**src/rtl/hpi_pkg.sv**
```systemverilog
package hpi_pkg;
    localparam int ID_W        = 10;
    localparam int PRIO_W      = 8;
    localparam int SHARED_BASE = 32;
    localparam int MAX_LINES   = 1020;
    localparam logic [ID_W-1:0]   SPURIOUS_ID = 10'd1023;
    localparam logic [PRIO_W-1:0] IDLE_PRIO   = 8'hFF;

    typedef enum logic [0:0] {
        ST_SCAN    = 1'b0,
        ST_PUBLISH = 1'b1
    } scan_state_e;
endpackage

```
**src/rtl/hpi_pend_track.sv**
```systemverilog
module hpi_pend_track #(
    parameter int N_SRC = 32
) (
    input  logic             clk,
    input  logic             rst_n,
    input  logic [N_SRC-1:0] irq_line,
    input  logic [N_SRC-1:0] trig_edge,
    input  logic [N_SRC-1:0] set_pend,
    input  logic [N_SRC-1:0] clr_pend,
    output logic [N_SRC-1:0] pend
);
    for (genvar k = 0; k < N_SRC; k++) begin : g_src
        logic line_q;
        logic rise;
        assign rise = irq_line[k] & ~line_q;

        always_ff @(posedge clk or negedge rst_n) begin
            if (!rst_n) begin
                line_q  <= 1'b0;
                pend[k] <= 1'b0;
            end else begin
                line_q <= irq_line[k];
                if (trig_edge[k]) begin
                    // a new event beats a clear in the same cycle
                    pend[k] <= (pend[k] & ~clr_pend[k]) | set_pend[k] | rise;
                end else begin
                    pend[k] <= irq_line[k];
                end
            end
        end
    end
endmodule

```
**src/rtl/hpi_elig.sv**
```systemverilog
module hpi_elig #(
    parameter int N_SRC = 32
) (
    input  logic [N_SRC-1:0] pend,
    input  logic [N_SRC-1:0] src_en,
    input  logic [N_SRC-1:0] src_act,
    input  logic [N_SRC-1:0] src_grp,
    input  logic [1:0]       grp_en,
    output logic [N_SRC-1:0] elig
);
    for (genvar k = 0; k < N_SRC; k++) begin : g_src
        logic grp_ok;
        assign grp_ok  = src_grp[k] ? grp_en[1] : grp_en[0];
        assign elig[k] = pend[k] & src_en[k] & ~src_act[k] & grp_ok;
    end
endmodule

```
**src/rtl/hpi_scan.sv**
```systemverilog
module hpi_scan
    import hpi_pkg::*;
#(
    parameter int N_SRC    = 32,
    parameter int FIRST_ID = 32
) (
    input  logic                    clk,
    input  logic                    rst_n,
    input  logic [N_SRC-1:0]        elig,
    input  logic [N_SRC*PRIO_W-1:0] src_prio,
    input  logic [N_SRC-1:0]        src_grp,
    output logic [ID_W-1:0]         best_id,
    output logic [PRIO_W-1:0]       best_prio,
    output logic                    best_grp,
    output logic                    irq_req
);
    localparam int IDX_W = (N_SRC > 1) ? $clog2(N_SRC) : 1;
    localparam logic [IDX_W-1:0] LAST_IDX = IDX_W'(N_SRC - 1);

    scan_state_e       state_q, state_d;
    logic [IDX_W-1:0]  idx_q;
    logic [IDX_W-1:0]  run_idx_q;
    logic [PRIO_W-1:0] run_prio_q;
    logic              run_grp_q;
    logic              run_hit_q;
    logic [PRIO_W-1:0] cand_prio;
    logic              cand_win;

    assign cand_prio = src_prio[int'(idx_q)*PRIO_W +: PRIO_W];
    // strict compare: on equal priority the earlier (lower) ID stays
    assign cand_win  = elig[idx_q] && (cand_prio < run_prio_q);

    always_comb begin
        state_d = state_q;
        unique case (state_q)
            ST_SCAN:    if (idx_q == LAST_IDX) state_d = ST_PUBLISH;
            ST_PUBLISH: state_d = ST_SCAN;
        endcase
    end

    always_ff @(posedge clk or negedge rst_n) begin
        if (!rst_n) state_q <= ST_SCAN;
        else        state_q <= state_d;
    end

    // sweep registers
    always_ff @(posedge clk or negedge rst_n) begin
        if (!rst_n) begin
            idx_q      <= '0;
            run_idx_q  <= '0;
            run_prio_q <= IDLE_PRIO;
            run_grp_q  <= 1'b0;
            run_hit_q  <= 1'b0;
        end else begin
            unique case (state_q)
                ST_SCAN: begin
                    if (cand_win) begin
                        run_idx_q  <= idx_q;
                        run_prio_q <= cand_prio;
                        run_grp_q  <= src_grp[idx_q];
                        run_hit_q  <= 1'b1;
                    end
                    if (idx_q != LAST_IDX) idx_q <= idx_q + 1'b1;
                end
                ST_PUBLISH: begin
                    idx_q      <= '0;
                    run_prio_q <= IDLE_PRIO;
                    run_grp_q  <= 1'b0;
                    run_hit_q  <= 1'b0;
                end
            endcase
        end
    end

    // output registers, loaded once per sweep
    always_ff @(posedge clk or negedge rst_n) begin
        if (!rst_n) begin
            best_id   <= SPURIOUS_ID;
            best_prio <= IDLE_PRIO;
            best_grp  <= 1'b0;
            irq_req   <= 1'b0;
        end else if (state_q == ST_PUBLISH) begin
            irq_req   <= run_hit_q;
            best_id   <= run_hit_q ? (ID_W'(FIRST_ID) + ID_W'(run_idx_q)) : SPURIOUS_ID;
            best_prio <= run_prio_q;
            best_grp  <= run_grp_q;
        end
    end
endmodule

```
**src/rtl/hpi_selector.sv**
```systemverilog
module hpi_selector
    import hpi_pkg::*;
#(
    parameter  int NUM_LINES = 64,
    localparam int N_SRC     = NUM_LINES - SHARED_BASE
) (
    input  logic                    clk,
    input  logic                    rst_n,
    input  logic [N_SRC-1:0]        irq_line,
    input  logic [N_SRC-1:0]        trig_edge,
    input  logic [N_SRC-1:0]        set_pend,
    input  logic [N_SRC-1:0]        clr_pend,
    input  logic [N_SRC-1:0]        src_en,
    input  logic [N_SRC-1:0]        src_act,
    input  logic [N_SRC-1:0]        src_grp,
    input  logic [N_SRC*PRIO_W-1:0] src_prio,
    input  logic [1:0]              grp_en,
    output logic [N_SRC-1:0]        pend_out,
    output logic [ID_W-1:0]         best_id,
    output logic [PRIO_W-1:0]       best_prio,
    output logic                    best_grp,
    output logic                    irq_req
);
    if (NUM_LINES > MAX_LINES || NUM_LINES <= SHARED_BASE) begin : g_bad_cfg
        $error("hpi_selector: NUM_LINES out of range");
    end

    logic [N_SRC-1:0] elig;

    hpi_pend_track #(.N_SRC(N_SRC)) pend_i (
        .clk(clk), .rst_n(rst_n), .irq_line(irq_line), .trig_edge(trig_edge),
        .set_pend(set_pend), .clr_pend(clr_pend), .pend(pend_out)
    );

    hpi_elig #(.N_SRC(N_SRC)) elig_i (
        .pend(pend_out), .src_en(src_en), .src_act(src_act),
        .src_grp(src_grp), .grp_en(grp_en), .elig(elig)
    );

    hpi_scan #(.N_SRC(N_SRC), .FIRST_ID(SHARED_BASE)) scan_i (
        .clk(clk), .rst_n(rst_n), .elig(elig), .src_prio(src_prio),
        .src_grp(src_grp), .best_id(best_id), .best_prio(best_prio),
        .best_grp(best_grp), .irq_req(irq_req)
    );
endmodule

```
**config.mk**
```make
export PLATFORM = sky130hd
export DESIGN_NAME = hpi_selector
export DESIGN_NICKNAME = d
export VERILOG_FILES = /design/src/rtl/hpi_pkg.sv /design/src/rtl/hpi_pend_track.sv /design/src/rtl/hpi_elig.sv /design/src/rtl/hpi_scan.sv /design/src/rtl/hpi_selector.sv
export SDC_FILE = /design/constraint.sdc
export NUM_CORES = 1
export LEC_CHECK = 0
export BUFFER_PORTS_ARGS = -buffer_cell sky130_fd_sc_hd__buf_2
export CAP_MARGIN = 20
export CORE_AREA = 8 8 204 206
export CTS_CLUSTER_SIZE = 10
export DETAILED_ROUTE_END_ITERATION = 8
export DIE_AREA = 0 0 212 214
export PLACE_DENSITY = 0.4
export SYNTH_ARGS = -nofsm -noshare
export SYNTH_HDL_FRONTEND = slang
export SYNTH_SLANG_ARGS = --single-unit
```
**constraint.sdc**
```tcl
create_clock -name clk -period 6.65 [get_ports clk]
set_input_delay 0.665 -clock clk [delete_from_list [all_inputs] [get_ports clk]]
set_output_delay 0.665 -clock clk [all_outputs]
set_load 0.05 [all_outputs]
```
==> impl_metrics.py <==
metrics = {
    "synthesis": {
        "synth_largest_area_cell": "dfrtp_1",
        "synth.area.top_cells": "dfrtp_1 (28%), mux4_2 (27%), dfstp_2 (8.3%)",
        "syn_inst": 585,
        "synth.avg_cell_area_um2": 11.86,
        "ys_seq_area_share_pct": 36.81,
        "async_reset_ff_share_pct": 100.0,
        "synth-seq-cells": 101,
        "synthDominantCellAreaShare_pct": 28.48,
        "yosysWarnings": 0,
        "synth_area_um2": 6940,
        "synth_cell_types": 58,
        "synth_ff_type": "dfrtp_1",
        "mappedNetlistNets": 1078,
        "synth_edf_count": 0,
    },
    "worst_setup_path": {
        "reg2reg_to": "scan_i.run_idx_q[4]$_DFFE_PN0P_",
        "crit_top_cell": "mux4_2",
        "r2r_start": "scan_i.idx_q[0]$_DFFE_PN0N_",
        "arrival_ns": 4.98,
        "ff2ff_setup_slack_ns": 1.92,
        "start_kind": "flip-flop",
        "crit_type": "reg2reg",
        "ff2ff_path_depth": 9,
        "max_stage_delay_ns": 1.02,
        "crit_fanout": 50,
        "endpoint": "scan_i.run_idx_q[4]$_DFFE_PN0P_",
        "required_ns": 6.90,
        "cp_slowest_cell": "dfrtp_4",
        "startpoint": "scan_i.idx_q[0]$_DFFE_PN0N_",
        "crit_chain": "buf_4 > mux4_2 > mux4_2 > mux2_2 > ha_1 > a21oi_1 > o2111a_1 > nand3b_2 > mux2_1",
        "cp-end-kind": "flip-flop",
    },
    "clock_tree": {
        "cts_sinks": 101,
        "htreeDepth": 3,
        "root_buffer": "clkbuf_16",
        "cts_tree": "done",
        "clkLatencyLatePin_ns": 0.36,
        "numCtsBuffers": 9,
        "clk_path_buf_depth": 2,
        "ctsResizeCount": 0,
        "post_cts_buffers": 0,
        "cts_hold_buf": 0,
        "clk_pin_slew_ns": 0.08,
    },
    "pwr": {
        "seqPwrFrac_pct": 39.0,
        "pwr-share-clk_pct": 25.2,
        "power_density_nw_per_um2": 205.2,
        "comb_power_share_pct": 35.8,
        "leakage_nw": 4.807,
        "irDropWorstVdd_mv": 0.1104,
        "internal-power_mw": 1.314,
        "switching_power_mw": 0.8159,
        "netSwitchingFraction_pct": 38.31,
    },
    "finish": {
        "drive_above_1_share_pct": 62.67,
        "final_nets": 1589,
        "syn_to_final_growth_pct": 49.54,
        "stdcell_area_um2": 10380,
        "final_cells": 1624,
    },
    "timing": {
        "finalMaxSlewViolations": 0,
        "max_slew.worst_pin.slew_ns": 0.9443,
        "rsz0062_at_grt": "false",
        "setup_violations": 0,
        "fin_crit_sh_pct": 71.16,
        "hold_violations": 0,
        "fin_tns_setup_ns": 0,
        "layout_min_cycle_time_ns": 4.732,
        "setup_ws_ns": 1.918,
        "fmax_ghz": 0.2113,
        "relSlewSlack_pct": 37.05,
        "fin_skew_ns": 0.01288,
    },
    "die": {
        "dieArea_um2": 45370,
        "chipHeight_um": 214,
        "num_rows": 72,
        "start_util_pct": 18.13,
        "core_region_area_um2": 38290,
        "die_w_um": 212,
        "ios": 536,
    },
    "grt": {
        "grt_pass1_vias": 8062,
        "antenna_found_initial": 9,
        "groute.usage.overall_pct": 16.45,
        "grt_max_degree": 57,
        "overflow": 0,
        "grt_pass1_wl_um": 54900,
    },
    "detailed_routing": {
        "drtIter0Drc": 343,
        "num_vias": 7189,
        "firstDrtPassIters": 4,
        "final_antenna_net_count": 0,
        "via_per_inst": 4.427,
        "wire_per_inst_um": 23.67,
        "drc": 0,
        "routed_wl_um": 38440,
    },
    "placement": {
        "post_dp_cell_area_um2": 10070,
        "preCtsSetupSlack_ns": 1.793,
        "portBuffers": 534,
        "dpl.cell_count": 1603,
        "globalplace.congestion": 0.9247,
        "dp_hpwl_um": 32970,
    },
    "worst_hold_path": {
        "hold_path.class": "in2async",
    },
    "status": {
        "run_status": "finished clean",
    },
    "job": {
        "maxCapViolCount": 0,
    },
}
registers in the layout (all words and copies together), names as in the netlist, 5 cells and up:
register	count
pend_i.g_src.line_q	32
scan_i.run_prio_q	8
scan_i.run_idx_q	5
scan_i.idx_q	5
scan_i.best_prio	8
pend_i.pend	32
scan_i.best_id	6
per-stage QoR:
step | hold slack (ns) | util, % | power (mW)
final | 0.3232 | 27.11 | 2.130
after global routing | 0.3695 | 27.10 | 2.253
after CTS | 0.3330 | 27.08 | 2.176
after detailed placement | 0.4406 | 26.31 | 1.620
after global placement | 0.4421 | 26.31 | 1.616
after floorplan | 0.3694 | - | 1.304
cell usage in the layout (no fill, tap or decap), drive strengths merged, types with 13 or more instances in the layout:
master / count
mux2: 25
inv: 13
buf: 541
o21ai: 36
mux4: 83
dfstp: 22
nor2b: 37
dfrtp: 79
nor2: 23
nand2: 100
how the worst min path moves through the flow:
stage,cells past startpoint,start,slack (ns),to
finish,1,rst_n,0.32,pend_i.pend[24]$_DFF_PN0_
global route,1,rst_n,0.37,pend_i.g_src[26].line_q$_DFF_PN0_
CTS,1,rst_n,0.33,pend_i.pend[26]$_DFF_PN0_
detailed placement,1,scan_i.state_q$_DFF_PN0_,0.44,scan_i.idx_q[4]$_DFFE_PN0N_
global placement,1,scan_i.state_q$_DFF_PN0_,0.44,scan_i.state_q$_DFF_PN0_
floorplan,0,rst_n,0.37,pend_i.g_src[0].line_q$_DFF_PN0_
power groups by stage:
stage	combinational (mW)	sequential, mW	clock [mW]
final	0.763	0.831	0.536
after global routing	0.818	0.849	0.586
after CTS	0.776	0.835	0.565
after detailed placement	0.775	0.845	0
after global placement	0.773	0.843	0
after floorplan	0.241	1.06	0
worst max-delay path, delay by kind of cell (launching register included):
kind                     cells  cell delay [ns]
AND/OR/NAND/NOR              1             0.27
AO/OA/AOI/OAI                2             0.84
flip-flops                   1             1.02
multiplexers                 4             1.69
buffers and inverters        1             0.41
adder cells (fa/ha/maj)      1             0.30
cells in the mapped netlist, drive strengths merged, types with 4 or more instances:
| master | n |
|---|---|
| a31oi | 9 |
| and4b | 6 |
| a211oi | 8 |
| dfrtp | 79 |
| a21oi | 5 |
| nand2 | 100 |
| inv | 10 |
| and3 | 4 |
| o22a | 4 |
| dfstp | 22 |
| mux4 | 83 |
| nor2 | 23 |
| o21ai | 36 |
| mux2i | 9 |
| nor4bb | 6 |
| ha | 9 |
| clkbuf | 16 |
| nor2b | 37 |
| nand3b | 11 |
| nor3 | 6 |
| buf | 25 |
| mux2 | 25 |
| nand2b | 4 |
| nand4b | 7 |
logic make-up after synthesis:
kind of cell               count (synthesis)  share of synthesized area [%]
AOI/OAI and AO/OA                         85                          8.131
muxes                                    117                          32.29
xor gates and xnor gates                   3                         0.3787
and+or+nand+nor                          218                          16.53
buffers and inverters                     51                          4.183
other                                      1                        0.05403
DFF                                      101                          36.81
adders and majority gates                  9                          1.623
layout make-up:
class	count	area [um^2]
tap	518	648.1
clock inverter	6	53.80
clock buffer	10	239.0
multi-input combinational	433	4095
fill	4158	27910
inverter	10	37.54
sequential	101	2565
antenna	5	12.51
timing repair buffer	541	2728
routing by layer:
| metal | global-route usage (%) | wire, um |
|---|---|---|
| met1 | 19.96 | 15710 |
| met2 | 28.29 | 19170 |
| met3 | 4.692 | 2941 |
| met4 | 3.939 | 571 |
| met5 | 0 | 39 |
Note: power is estimated with default switching activity, not from simulation.
